### src/rtl/vtrs_pkg.sv
package vtrs_pkg;
  localparam int WORD_W        = 10;
  localparam int FIELD_W       = 3;
  localparam int WIN_LEN       = 6;
  localparam int COMP_BLK_LEN  = 4;
  localparam int CPST_BLK_LEN  = 5;
  localparam int ANC_OVERHEAD  = 7;
  localparam int DC_BITS       = 8;
  localparam int XYZ_H_BIT     = 6;
  localparam int XYZ_V_BIT     = 7;
  localparam int XYZ_F_BIT     = 8;
  localparam int LINE_LSB      = 3;
  localparam int LINE_MSB      = 7;

  typedef logic [WORD_W-1:0] word_t;

  localparam word_t WORD_ONES = '1;
  localparam word_t WORD_ZERO = '0;
endpackage

### src/rtl/vtrs_word_window.sv
module vtrs_word_window
  import vtrs_pkg::*;
#(
  parameter int DEPTH = WIN_LEN
) (
  input  logic  clk,
  input  logic  rst_n,
  input  word_t din,
  output word_t taps [DEPTH]
);
  word_t stage_q [DEPTH];

  for (genvar g = 0; g < DEPTH; g++) begin : g_stage
    word_t stage_d;
    if (g == 0) begin : g_head
      assign stage_d = din;
    end else begin : g_body
      assign stage_d = stage_q[g-1];
    end

    always_ff @(posedge clk or negedge rst_n) begin
      if (!rst_n) stage_q[g] <= WORD_ZERO;
      else        stage_q[g] <= stage_d;
    end

    assign taps[g] = stage_q[g];
  end
endmodule

### src/rtl/vtrs_sync_tracker.sv
module vtrs_sync_tracker
  import vtrs_pkg::*;
#(
  parameter int VB_LAST_LINE = 20
) (
  input  logic               clk,
  input  logic               rst_n,
  input  word_t              w_lead,
  input  word_t              w_zero_a,
  input  word_t              w_zero_b,
  input  word_t              w_id,
  input  logic               composite_mode,
  input  logic               pal_mode,
  output logic               trs_hit,
  output logic               in_block,
  output logic               hsync_q,
  output logic               vblank_q,
  output logic [FIELD_W-1:0] field_q
);
  localparam int BLK_W = $clog2(CPST_BLK_LEN);

  logic [BLK_W-1:0]   blk_rem_q, blk_rem_d;
  logic               sav_blk_q, sav_blk_d;
  logic               line_hi_q, line_hi_d;
  logic               hsync_d, vblank_d;
  logic [FIELD_W-1:0] field_d;
  logic               is_eav, line_in_vbi;
  logic [LINE_MSB-LINE_LSB:0] line_code;

  always_comb begin
    trs_hit     = (w_lead == WORD_ONES) && (w_zero_a == WORD_ZERO) && (w_zero_b == WORD_ZERO);
    is_eav      = w_id[XYZ_H_BIT];
    line_code   = w_id[LINE_MSB:LINE_LSB];
    line_in_vbi = (line_code != '0) && (int'(line_code) <= VB_LAST_LINE);
    in_block    = trs_hit || (blk_rem_q != '0);

    blk_rem_d = blk_rem_q;
    sav_blk_d = sav_blk_q;
    line_hi_d = line_hi_q;
    vblank_d  = vblank_q;
    field_d   = field_q;

    if (trs_hit) begin
      blk_rem_d = composite_mode ? BLK_W'(CPST_BLK_LEN - 1) : BLK_W'(COMP_BLK_LEN - 1);
      sav_blk_d = !is_eav;
      line_hi_d = is_eav;
    end else if (blk_rem_q != '0) begin
      blk_rem_d = blk_rem_q - 1'b1;
    end

    if (composite_mode) begin
      hsync_d = trs_hit;
      if (trs_hit) begin
        vblank_d = line_in_vbi;
        field_d  = pal_mode ? w_id[FIELD_W-1:0] : {1'b0, w_id[FIELD_W-2:0]};
      end
    end else begin
      hsync_d = trs_hit || line_hi_q || ((blk_rem_q != '0) && sav_blk_q);
      if (trs_hit && is_eav) begin
        vblank_d = w_id[XYZ_V_BIT];
        field_d  = {{(FIELD_W-1){1'b0}}, w_id[XYZ_F_BIT]};
      end
    end
  end

  always_ff @(posedge clk or negedge rst_n) begin
    if (!rst_n) begin
      blk_rem_q <= '0;
      sav_blk_q <= 1'b0;
      line_hi_q <= 1'b0;
      hsync_q   <= 1'b0;
      vblank_q  <= 1'b0;
      field_q   <= '0;
    end else begin
      blk_rem_q <= blk_rem_d;
      sav_blk_q <= sav_blk_d;
      line_hi_q <= line_hi_d;
      hsync_q   <= hsync_d;
      vblank_q  <= vblank_d;
      field_q   <= field_d;
    end
  end

  // a composite sync pulse never lasts two cycles
  a_r3_single_pulse: assert property (@(posedge clk) disable iff (!rst_n)
    (hsync_q && $past(composite_mode)) |=> (!hsync_q || !$past(composite_mode)));

  // a marked sync block never outlasts the longer block length
  a_r7_block_bound: assert property (@(posedge clk) disable iff (!rst_n)
    blk_rem_q <= BLK_W'(CPST_BLK_LEN - 1));
endmodule

### src/rtl/vtrs_anc_tracker.sv
module vtrs_anc_tracker
  import vtrs_pkg::*;
(
  input  logic  clk,
  input  logic  rst_n,
  input  word_t w_hdr0,
  input  word_t w_hdr1,
  input  word_t w_hdr2,
  input  word_t w_count,
  output logic  anc_now
);
  localparam int MAX_SPAN = (1 << DC_BITS) - 1 + ANC_OVERHEAD;
  localparam int REM_W    = $clog2(MAX_SPAN);

  logic [REM_W-1:0] anc_rem_q, anc_rem_d;
  logic             hdr_start;

  always_comb begin
    hdr_start = (anc_rem_q == '0) && (w_hdr0 == WORD_ZERO) &&
                (w_hdr1 == WORD_ONES) && (w_hdr2 == WORD_ONES);
    anc_now   = hdr_start || (anc_rem_q != '0);
    anc_rem_d = anc_rem_q;
    if (hdr_start)
      anc_rem_d = REM_W'(w_count[DC_BITS-1:0]) + REM_W'(ANC_OVERHEAD - 1);
    else if (anc_rem_q != '0)
      anc_rem_d = anc_rem_q - 1'b1;
  end

  always_ff @(posedge clk or negedge rst_n) begin
    if (!rst_n) anc_rem_q <= '0;
    else        anc_rem_q <= anc_rem_d;
  end

  // the remaining span never exceeds the longest packet
  a_r6_span_bound: assert property (@(posedge clk) disable iff (!rst_n)
    anc_rem_q <= REM_W'(MAX_SPAN - 1));

  // a running packet keeps the marker up on the next word
  a_r6_span_cont: assert property (@(posedge clk) disable iff (!rst_n)
    (anc_rem_q > REM_W'(1)) |=> anc_now);
endmodule

### src/rtl/vtrs_loss_monitor.sv
module vtrs_loss_monitor #(
  parameter int GAP_LIMIT = 1800,
  parameter int RUN_LEN   = 7
) (
  input  logic clk,
  input  logic rst_n,
  input  logic trs_hit,
  output logic no_trs_q
);
  localparam int GAP_W = $clog2(GAP_LIMIT);
  localparam int RUN_W = $clog2(RUN_LEN + 1);

  logic [GAP_W-1:0] gap_q, gap_d;
  logic [RUN_W-1:0] miss_q, miss_d, hit_q, hit_d;
  logic             no_trs_d, window_miss;

  always_comb begin
    window_miss = !trs_hit && (gap_q == GAP_W'(GAP_LIMIT - 1));
    gap_d    = (trs_hit || window_miss) ? '0 : gap_q + 1'b1;
    miss_d   = miss_q;
    hit_d    = hit_q;
    no_trs_d = no_trs_q;
    if (trs_hit) begin
      miss_d = '0;
      if (hit_q != RUN_W'(RUN_LEN)) hit_d = hit_q + 1'b1;
      if (hit_q == RUN_W'(RUN_LEN - 1)) no_trs_d = 1'b0;
    end else if (window_miss) begin
      hit_d = '0;
      if (miss_q != RUN_W'(RUN_LEN)) miss_d = miss_q + 1'b1;
      if (miss_q == RUN_W'(RUN_LEN - 1)) no_trs_d = 1'b1;
    end
  end

  always_ff @(posedge clk or negedge rst_n) begin
    if (!rst_n) begin
      gap_q    <= '0;
      miss_q   <= '0;
      hit_q    <= '0;
      no_trs_q <= 1'b0;
    end else begin
      gap_q    <= gap_d;
      miss_q   <= miss_d;
      hit_q    <= hit_d;
      no_trs_q <= no_trs_d;
    end
  end

  // the flag rises only at the seventh empty window in a row
  a_r8_rise_after_run: assert property (@(posedge clk) disable iff (!rst_n)
    $rose(no_trs_q) |-> ($past(miss_q) == RUN_W'(RUN_LEN - 1)));

  // the flag falls only at the seventh sync block in a row
  a_r9_fall_after_run: assert property (@(posedge clk) disable iff (!rst_n)
    $fell(no_trs_q) |-> ($past(hit_q) == RUN_W'(RUN_LEN - 1)));
endmodule

### src/rtl/vtrs_tracker.sv
module vtrs_tracker
  import vtrs_pkg::*;
#(
  parameter int GAP_LIMIT    = 1800,
  parameter int RUN_LEN      = 7,
  parameter int VB_LAST_LINE = 20
) (
  input  logic               clk,
  input  logic               rst_n,
  input  logic [WORD_W-1:0]  din,
  input  logic               composite_mode,
  input  logic               pal_mode,
  input  logic               trs_mark_en,
  output logic [WORD_W-1:0]  dout,
  output logic               hsync,
  output logic               vblank,
  output logic [FIELD_W-1:0] field_id,
  output logic               anc_flag,
  output logic               no_trs
);
  localparam int LATENCY = WIN_LEN + 1;
  localparam int LAT_W   = $clog2(LATENCY + 1);

  logic       rst_meta, rst_sync_n;
  word_t      taps [WIN_LEN];
  logic       trs_hit, in_block, anc_now;
  word_t      dout_q;
  logic       anc_q;
  logic [LAT_W-1:0] lat_seen_q;

  always_ff @(posedge clk or negedge rst_n) begin
    if (!rst_n) begin
      rst_meta   <= 1'b0;
      rst_sync_n <= 1'b0;
    end else begin
      rst_meta   <= 1'b1;
      rst_sync_n <= rst_meta;
    end
  end

  vtrs_word_window #(.DEPTH(WIN_LEN)) u_window (
    .clk(clk), .rst_n(rst_sync_n), .din(din), .taps(taps)
  );

  vtrs_sync_tracker #(.VB_LAST_LINE(VB_LAST_LINE)) u_sync (
    .clk(clk), .rst_n(rst_sync_n),
    .w_lead(taps[WIN_LEN-1]), .w_zero_a(taps[WIN_LEN-2]),
    .w_zero_b(taps[WIN_LEN-3]), .w_id(taps[WIN_LEN-4]),
    .composite_mode(composite_mode), .pal_mode(pal_mode),
    .trs_hit(trs_hit), .in_block(in_block),
    .hsync_q(hsync), .vblank_q(vblank), .field_q(field_id)
  );

  vtrs_anc_tracker u_anc (
    .clk(clk), .rst_n(rst_sync_n),
    .w_hdr0(taps[WIN_LEN-1]), .w_hdr1(taps[WIN_LEN-2]),
    .w_hdr2(taps[WIN_LEN-3]), .w_count(taps[0]),
    .anc_now(anc_now)
  );

  vtrs_loss_monitor #(.GAP_LIMIT(GAP_LIMIT), .RUN_LEN(RUN_LEN)) u_loss (
    .clk(clk), .rst_n(rst_sync_n), .trs_hit(trs_hit), .no_trs_q(no_trs)
  );

  always_ff @(posedge clk or negedge rst_sync_n) begin
    if (!rst_sync_n) begin
      dout_q     <= WORD_ZERO;
      anc_q      <= 1'b0;
      lat_seen_q <= '0;
    end else begin
      dout_q <= taps[WIN_LEN-1];
      anc_q  <= anc_now || (trs_mark_en && in_block);
      if (lat_seen_q != LAT_W'(LATENCY)) lat_seen_q <= lat_seen_q + 1'b1;
    end
  end

  assign dout     = dout_q;
  assign anc_flag = anc_q;

  // output word is the input word from exactly LATENCY clocks before
  a_r1_latency: assert property (@(posedge clk) disable iff (!rst_sync_n)
    (lat_seen_q == LAT_W'(LATENCY)) |-> (dout == $past(din, LATENCY)));

  // reset clears the indications
  a_r10_reset_quiet: assert property (@(posedge clk)
    !rst_sync_n |-> (!hsync && !anc_flag && !no_trs && dout == WORD_ZERO));
endmodule

### config.mk
export PLATFORM = sky130hd
export DESIGN_NAME = vtrs_tracker
export DESIGN_NICKNAME = d
export VERILOG_FILES = /design/src/rtl/vtrs_pkg.sv /design/src/rtl/vtrs_word_window.sv /design/src/rtl/vtrs_sync_tracker.sv /design/src/rtl/vtrs_anc_tracker.sv /design/src/rtl/vtrs_loss_monitor.sv /design/src/rtl/vtrs_tracker.sv
export SDC_FILE = /design/constraint.sdc
export NUM_CORES = 1
export LEC_CHECK = 0
export ABC_CLOCK_PERIOD_IN_PS = 3100
export BUFFER_PORTS_ARGS = -buffer_cell sky130_fd_sc_hd__buf_2
export CORE_UTILIZATION = 42
export CTS_BUF_LIST = sky130_fd_sc_hd__clkbuf_16
export DETAILED_ROUTE_END_ITERATION = 8
export GPL_ROUTABILITY_DRIVEN = 0
export PLACE_DENSITY = 0.61
export SETUP_SLACK_MARGIN = 0.05
export SYNTH_ARGS = -nofsm -noshare
export SYNTH_HDL_FRONTEND = slang
export SYNTH_SLANG_ARGS = --single-unit
### constraint.sdc
create_clock -name clk -period 3.1 [get_ports clk]
set_input_delay 0.465 -clock clk [delete_from_list [all_inputs] [get_ports clk]]
set_output_delay 0.465 -clock clk [all_outputs]
set_load 0.01 [all_outputs]
Word-level counts from Yosys, hierarchy flattened
Index checks and enable logic that the tools add are counted.

Latch bits: 0. Input bits: 15. Memories: 0. RAM bits: 0. Register bits: 110. Memory bits (read-only): 0.

Equality and inequality tests: 11. Div/mod/pow operators: 0. Bitwise operators: 0. $mul: 0. Shift-type cells: 0. Add/sub/neg operators: 6. Order comparisons: 1. Reductions and logical operators: 35. Muxes and demuxes: 24.

Operator list (number): $mux W3 (13); $eq A10 B10 Y1 const B (3); $logic_not A10 Y1 (3); $mux W9 (2); $reduce_bool A2 Y1 (6); $add A11 B1 Y11 const B (1); $eq A11 B11 Y1 const B (1); $mux W11 (1); $logic_and A1 B1 Y1 (10); $add A8 B3 Y9 const B (1); $logic_not A9 Y1 (1); $reduce_bool A9 Y1 (1); $sub A9 B1 Y9 const B (1); $mux W1 (8); $add A3 B1 Y3 const B (2); $eq A3 B3 Y1 const B (2); $logic_or A1 B1 Y1 (6); $ne A3 B3 Y1 const B (2); $reduce_and A2 Y1 (3); $le A5 B5 Y1 const B (1); $reduce_bool A5 Y1 (1); $ne A2 B2 Y1 const B (2); $reduce_and A3 Y1 (1); $reduce_bool A3 Y1 (1); 3 further kinds (4).

Longest topological paths before layout
Gate-level depths: netlist of run 1.

Word-level depth: 7. Mapped depth: 7. Depth with buffers taken out: 6.

By module
From an unflattened synthesis of run 1, not the netlist that was laid out.

Cells, all modules: 305. Area, all modules: 4124.0 um^2.

By module, submodules not included: vtrs_word_window (cells each 60, instances 1, area each 1501.4 um^2); vtrs_loss_monitor (cells each 94, instances 1, area each 944.7 um^2); vtrs_anc_tracker (cells each 78, instances 1, area each 701.9 um^2); vtrs_sync_tracker (cells each 58, instances 1, area each 639.4 um^2); vtrs_tracker (cells each 15, instances 1, area each 336.6 um^2).

Worst setup path after synthesis of run 1
OpenSTA, ideal clock, no wires.

Kind: register to register. From: register u_window.stage_q (netlist bit u_window.g_stage[5].stage_d[0]). To: register u_sync.line_hi_q. Clock period less this slack: 2.214 ns. Cell stages (with the launch flop): 7. Setup time: 0.125 ns. Slack: 0.886 ns. Data arrival time: 2.089 ns. Buffers on the path: 2. Cells stage by stage: dfrtp_1 or4_4 or4_4 buf_6 nor2_4 buf_8 mux2_4.

Longest elaborated chain between the ends: 3.

RTL lines: from (decl) (line vtrs_word_window.sv:11) `word_t stage_q [DEPTH];`; from (signal, indexed assignment) (line vtrs_word_window.sv:23) `else stage_q[g] <= stage_d;`; $logic_not A10 Y1 (line vtrs_sync_tracker.sv:31) `trs_hit = (w_lead == WORD_ONES) && (w_zero_a == WORD_ZERO) && (w_zero_b == WORD_ZERO);`; $logic_and A1 B1 Y1 (2 in a row) (line vtrs_sync_tracker.sv:31); to (signal assigned) (line vtrs_sync_tracker.sv:77) `line_hi_q <= line_hi_d;`; to (decl) (line vtrs_sync_tracker.sv:24) `logic line_hi_q, line_hi_d;`.

No other way between the ends. A chain may end at the register's enable or synchronous reset.

Worst setup path in the final report of run 1
From: register u_window.stage_q (netlist bit u_window.g_stage[5].stage_d[0]). To: register u_sync.blk_rem_q[2].

Longest elaborated chain between the ends: 4.

RTL lines: $logic_not A10 Y1 * (line vtrs_sync_tracker.sv:31); $logic_and A1 B1 Y1 * (2 in a row) (line vtrs_sync_tracker.sv:31); $mux W3 or $reduce_bool A2 Y1 (tied branches); to (signal assigned) (line vtrs_sync_tracker.sv:75) `blk_rem_q <= blk_rem_d;`; to (decl) (line vtrs_sync_tracker.sv:22) `logic [BLK_W-1:0] blk_rem_q, blk_rem_d;`.

Mark *: on every way between the ends. The rest lies on a longest branch, timed or not.

==> results by group, run 1 <==
STA
  • Worst-margin pin slew: 795 ps
  • Slew HR: 46.5%
  • Fin Setup TNS: 0 ps
  • Layout Skew: 10.4 ps
  • Fmax: 430 MHz
  • Final setup fails: 0
  • Tcrit/Tclk final: 75.0%
  • Min Tclk post-route: 2320 ps
  • Final Hold Fails: 0
  • RSZ-0062 raised after global routing: false
  • Max Slew Vio Count: 0

Clock tree
  • Maximum clock insertion buffer count: 2
  • CTS resizes: 0
  • CTS buffer count: 9
  • Worst skew pair latency: 340 ps
  • CTS tree: built
  • Root buffer cell: clkbuf_16
  • Clock Sinks: 110
  • Clock transition at path regs: 70 ps
  • H-tree levels: 3
  • Postcts setup bufs: 0

Floorplanning
  • Core area: 0.00942 mm^2
  • Die ar.: 0.0103 mm^2
  • Initial Utilization: 44.2%
  • Io pins: 32
  • Cell Rows: 35
  • Die Height: 102 um
  • DIE WIDTH: 102 um

Worst setup path
  • Worst Path Arrival: 2550 ps
  • CP startpoint kind: register
  • Crit Path Class: reg2reg
  • Crit. End Element: register
  • Critical Path RT: 3330 ps
  • Worst-path maximum fanout: 11

Global route
  • Global Route Usage Sum: 15.2%
  • Initial antenna violation count: 1
  • First-pass GRT wire length: 11.6 mm
  • GRT overflow: 0
  • Largest net degree at the start of global routing: 51
  • Vias in the first global route: 2,376

Placement
  • Post-DP HPWL: 4.87 mm
  • Input/output buffers: 31

Power and ir drop
  • Tot Pwr: 2.66 mW
  • PD cells: 561 mW/mm^2
  • Peak supply drop: 0.275 mV
  • Leak: 2.03 nW

Logic synthesis
  • Adder-Cell Fraction of Synth Area: 3.31%
  • FF+latch count, synth: 110
  • Post-synthesis simple-gate area fraction: 14.9%
  • Synth unique cells: 52
  • Post-synthesis mux area share: 1.89%
  • Largest family of logic cells by synthesized area: simple AND/OR/NAND/NOR gates
  • Yosys warns: 0
  • FFs w/ async S/R, synth: 100%
  • Post-synth top area share: 66.1%
  • Ranking of synthesized cells by area: dfrtp_1 66%, ha_1 3.3%, xnor2_1 3.2%
  • Mapped Area: 0.00416 mm^2
  • Cell count after synthesis: 318
  • Compound-gate portion of the synthesized area: 7.48%
  • Syn_area_per_cell: 13.1 um^2
  • Post-synth top area cell: dfrtp_1
  • Syn Nets: 344
  • Sequential fraction of the synthesis area: 66.1%
  • Post-Synth XOR/XNOR Area: 3.58%
  • Top_reg_cell synth: dfrtp_1
  • EDFF count, synth: 0

Routing
  • Post-detailed-routing wire length: 6.92 mm
  • Residual DRC: 0
  • Post-route ant nets: 0
  • Drt pass-1 iters: 4
  • Vias: 2,494
  • Initial DRC count: 102
  • Vias per cell: 5.09
  • Post-DR wirelength/cell: 14.1 um

Final layout
  • Share of layout cells above drive strength 1: 17.7%
  • Fillers: 821
  • Antenna Cells: 0
  • Nets: 382
  • Layout area overhead: 13.9%

Job
  • Max_cap viols: 0

Outcome
  • Status: complete, no violations

Hold path
  • Hold/Removal Path Class: in2reg
-- repair_timing --
action	4_1_cts	5_1_grt
endpoints found under the hold margin	2	0
endpoints found under the setup margin	0	0
hold buffers	1	0
-- final timing paths --
check / startpoint / endpoint / slack, ps / cells past startpoint
worst max-delay path: u_window.g_stage[5].stage_d[0] / u_sync.blk_rem_q[2] / 780 / 4
worst min-delay path: din[6] / u_window.g_stage[1].stage_d[6] / 230 / 1
worst max register to register: u_window.g_stage[5].stage_d[0] / u_sync.blk_rem_q[2] / 780 / 4
worst min register to register: rst_sync_n / u_window.g_stage[4].stage_d[2] / 340 / 0
max in group asynchronous: rst_sync_n / u_window.taps[0] / 1910 / 1
min in group asynchronous: rst_sync_n / u_window.g_stage[4].stage_d[2] / 340 / 0
-- Yosys cell counts, drive strengths merged, types with 2 or more instances --
library cell and n:
nand3 7, nand4b 3, nor4 11, mux2i 3, nand4 10, nor2 23, dfrtp 110, nand2 12
xor2 2, and3 2, a32o 2, mux2 4, nor3 6, and2 2, o31ai 9, ha 11
a21oi 10, clkbuf 3, or4b 2, o21ai 13, o211ai 4, nor2b 3, and4 2, xnor2 15
or4 8, nand2b 6, buf 5, nor4b 2, inv 15
-- layer usage --
metal  track usage (%)  vias to the layer above  share of wire (%)
met5                 0                        -                  0
met4              7.47                        0                2.4
met3              4.69                       13                4.6
met2              22.1                       59                 45
met1              20.7                     1205                 48
li1                  -                     1217                  -
-- area by class of cell --
cell class / instances / area (um^2) / area share [%]
clock inverter: 7 / 56.3 / 1.19
sequential: 110 / 2760 / 58.1
multi-input combinational: 185 / 1300 / 27.4
tap: 129 / 161 / 3.40
timing repair buffer: 35 / 188 / 3.96
clock buffer: 9 / 225 / 4.75
inverter: 15 / 56.3 / 1.19
-- flip-flops by register name, indices dropped and copies added (netlist names), 3 cells and up --
signal	cells
u_window.g_stage.stage_d	50
u_sync.blk_rem_q	3
u_window.taps	10
u_loss.hit_q	3
dout	10
u_loss.gap_q	11
u_sync.field_q	3
u_loss.miss_q	3
u_anc.anc_rem_q	9
-- stage by stage --
stage	std cells	utilization (%)	instance area [um^2]	worst slack [ps]	hold WS, ps
after floorplan	318	-	4160	886	169
after global placement	473	47.3	4450	809	251
after detailed placement	473	47.3	4450	786	253
after CTS	490	50.4	4740	765	213
after global routing	490	50.4	4740	627	206
final	490	50.4	4740	775	228
-- placed cells by master, fill, tap and decap left out, drive strengths merged, types with 4 or more instances in the layout --
cell type  Yosys  final
dfrtp        110    110
buf            5     34
nor2          23     23
inv           15     18
xnor2         15     15
o21ai         13     13
nand2         12     12
ha            11     11
nor4          11     11
nand4         10     10
a21oi         10     10
o31ai          9      9
clkbuf         3      9
or4            8      8
nand3          7      7
nor3           6      6
nand2b         6      6
o211ai         4      4
mux2           4      4
clkinv         0      4
-- where the power goes --
group          switching, mW  internal [mW]  leakage (nW)  total, mW
clock network          0.521          0.557         0.139       1.08
registers             0.0413           1.48          1.32       1.52
logic                 0.0357         0.0251         0.570     0.0608
-- logic make-up (layout without fill, tap and decap cells) --
kind of cell | Yosys count | count (layout)
adder cells (fa/ha/maj) | 11 | 11
buffers and inverters | 23 | 66
other | 1 | 1
flip-flops | 110 | 110
multiplexers | 7 | 7
AO/OA/AOI/OAI | 47 | 47
XOR/XNOR | 17 | 17
AND/OR/NAND/NOR | 102 | 102
-- worst max-delay path, stage by stage, from the launching register on --
cell and delay [ps]:
dfrtp_1 400, or4_4 560, or4_4 600, nor2_4 290, mux2_2 370
Note: power is estimated with default switching activity, not from simulation.
==> inputs of run 2 (changes only) <==
- ABC_AREA: not set -> 1
- ABC_CLOCK_PERIOD_IN_PS: 3100 -> 2300
- PLACE_DENSITY: 0.61 -> 0.59
- clock period: 3.1 -> 2.3 ns (I/O delays scaled with it)
==> run 2 against run 1 <==
  * Combinational power rose to 4.0 times the previous value
  * Cell area up 8.2%
  * Clock skew down 0.74 ps
  * Fmax up 36%
  * Die area up 6.6%
  * Non-clock buffer count down 1
  * Critical endpoint is now u_anc.anc_rem_q[4]
==> results by group, run 2 <==
Logic synthesis
  • Yosys warns: 0
  • Post-synth top area share: 62.0%
  • Ranking of synthesized cells by area: dfrtp_1 62%, nand2_1 8.9%, nor2_1 5.4%
  • Sequential fraction of the synthesis area: 62.0%
  • Top post-synthesis cells by count: 110 x dfrtp_1, 105 x nand2_1, 64 x nor2_1
  • Top_reg_cell synth: dfrtp_1
  • Syn_area_per_cell: 9.76 um^2
  • Cell count after synthesis: 455
  • FF+latch count, synth: 110
  • Count leader, synth: dfrtp_1
  • FFs w/ async S/R, synth: 100%
  • Mapped Area: 0.00444 mm^2
  • Post-synth top area cell: dfrtp_1
  • Syn Nets: 481
  • Synth unique cells: 32
  • EDFF count, synth: 0

Clock tree
  • H-tree levels: 3
  • Maximum clock insertion buffer count: 2
  • Root buffer cell: clkbuf_16
  • CTS tree: built
  • Clock transition at path regs: 80 ps
  • Clock Sinks: 110
  • CTS buffer count: 9
  • Worst skew pair latency: 350 ps

Routing
  • Post-DR wirelength/cell: 12.1 um
  • Post-detailed-routing wire length: 7.76 mm
  • Post-route ant nets: 0
  • Initial DRC count: 88
  • Vias: 3,004
  • Vias per cell: 4.70
  • Residual DRC: 0
  • Drt pass-1 iters: 4

Placement
  • # placed instances: 622
  • Input/output buffers: 31
  • Post-DP HPWL: 5.74 mm
  • Setup WS pre-CTS: 597 ps

Job
  • Max_cap viols: 0

Worst setup path
  • Setup slack, reg-to-reg: 590 ps
  • Path depth of the worst reg2reg path: 10
  • Crit Path Class: reg2reg
  • Cells along the critical path: inv_1, ha_1, nand2_2, nor2_4, nand2_2, nor2_4, nand3_1, inv_1, nand2_1, nand3_1
  • CP startpoint kind: register
  • Crit. End Element: register
  • Worst-path maximum fanout: 12
  • Max incr delay on CP: 400 ps
  • Reg2reg start: u_anc.anc_rem_q[0]
  • CP max-delay cell: dfrtp_1
  • Critical Path RT: 2590 ps
  • R2r endpoint: u_anc.anc_rem_q[4]
  • Worst Path Arrival: 1990 ps

Floorplanning
  • Initial Utilization: 43.2%
  • Cell Rows: 37
  • DIE WIDTH: 105 um
  • Core area: 0.0103 mm^2
  • Die ar.: 0.0110 mm^2
  • Io pins: 32
  • Die Height: 105 um

STA
  • Fin worst setup slack: 594 ps
  • Fmax: 586 MHz
  • RSZ-0062 raised after global routing: false
  • Fin Setup TNS: 0 ps
  • Final setup fails: 0
  • Max Slew Vio Count: 0
  • Min Tclk post-route: 1710 ps
  • Final Hold Fails: 0
  • Worst-margin pin slew: 646 ps
  • Slew HR: 56.9%
  • Tcrit/Tclk final: 74.2%
  • Layout Skew: 9.63 ps

Final layout
  • Multi-input gate area: 0.00147 mm^2
  • Commonest non-fill, non-tap cell in the layout: dfrtp_1
  • Commonest cells after routing, fill and taps aside: 109 x dfrtp_1, 105 x nand2_1, 64 x nor2_1, 50 x inv_1, 34 x nand3_1
  • Number of flip-flops in the largest register: 50
  • Antenna Cells: 0
  • Nets: 524
  • Share of layout cells above drive strength 1: 14.9%
  • Layout area overhead: 15.6%
  • Fillers: 978
  • Post-Layout Cell Count: 639
  • Register area: 0.00276 mm^2

Power and ir drop
  • Leak: 2.54 nW
  • PD cells: 782 mW/mm^2
  • Peak supply drop: 0.452 mV

Global route
  • Initial antenna violation count: 0
  • Vias in the first global route: 2,986
  • Global Route Usage Sum: 15.8%
  • First-pass GRT wire length: 13.4 mm
  • GRT overflow: 0
  • Largest net degree at the start of global routing: 51

Hold path
  • Hold/Removal Path Class: in2reg
  • Hold-critical path depth: 1
  • Hold_sp: din[8]
  • Hold Crit Endpoint: u_window.g_stage[1].stage_d[8]

Outcome
  • Status: complete, no violations
[run 2: cell types whose count changed after synthesis, moves of 9 or more]
cell     delta
nand2_1    +93
nor2_1     +42
inv_1      +35
nand3_1    +27
xnor2_1    -13
nor4_1      -9
o31ai_1     -9
[run 2: kinds of logic (layout without fill, tap and decap cells)]
logic type	Yosys count	after routing	share of synthesized area, %
and+or+nand+nor	244	244	25.0
DFF	110	110	62.0
buffers and inverters	56	104	4.90
AOI/OAI and AO/OA	24	24	3.21
adders and majority gates	11	11	3.10
xor gates and xnor gates	9	9	1.77
other	1	1	0.0844
[run 2: what timing repair did]
action,CTS,global route
hold endpoints to repair,2,0
buffers inserted,0,0
hold buffers,1,0
resized for setup,0,0
[run 2: stage by stage]
step | util (%) | total power [mW] | hold WS (ps) | area (um^2)
final | 50.0 | 4.01 | 91.2 | 5130
after global routing | 50.0 | 4.21 | 71.7 | 5130
after CTS | 50.0 | 4.08 | 77.2 | 5130
after detailed placement | 46.5 | 2.39 | 133 | 4780
after global placement | 46.5 | 2.38 | 133 | 4780
after floorplan | - | 2.31 | 49.4 | 4440
[run 2: area by class of cell]
| class | count | area share (%) |
|---|---|---|
| Inverter | 54 | 3.95 |
| Clock inverter | 7 | 2.24 |
| Multi-Input combinational cell | 289 | 28.7 |
| Tap cell | 136 | 3.31 |
| Clock buffer | 9 | 4.39 |
| Timing Repair Buffer | 34 | 3.75 |
| Sequential cell | 110 | 53.7 |
[run 2: worst max path at each step]
stage	start	to	slack, ps	cells after the start
2_1_floorplan	rst_sync_n	anc_flag	460	0
5_1_grt	u_anc.anc_rem_q[0]	u_anc.anc_rem_q[2]	380	10
6_report	u_anc.anc_rem_q[0]	u_anc.anc_rem_q[4]	590	10
3_3_place_gp	u_anc.anc_rem_q[0]	u_anc.anc_rem_q[4]	670	10
4_1_cts	u_anc.anc_rem_q[0]	u_anc.anc_rem_q[4]	580	10
3_5_place_dp	u_anc.anc_rem_q[0]	u_anc.anc_rem_q[4]	600	10
[run 2: where the power goes]
part,leakage (nW),internal [mW],switching [mW]
sequential,1.32,2.03,0.0740
clock,0.163,0.893,0.773
combinational,1.06,0.0990,0.147
total,2.54,3.02,0.994
[run 2: layer usage]
metal	GRT usage (%)	routed length [um]
met1	19.2	3520
met2	27.0	3850
met3	4.99	301
met4	4.83	95
met5	0	0
[run 2: worst max-delay path, delay by kind of cell, from the launching register on]
family | cells | cell delay, ps
and+or+nand+nor | 7 | 830
DFF | 1 | 400
adders and majority gates | 1 | 190
buffers and inverters | 2 | 230
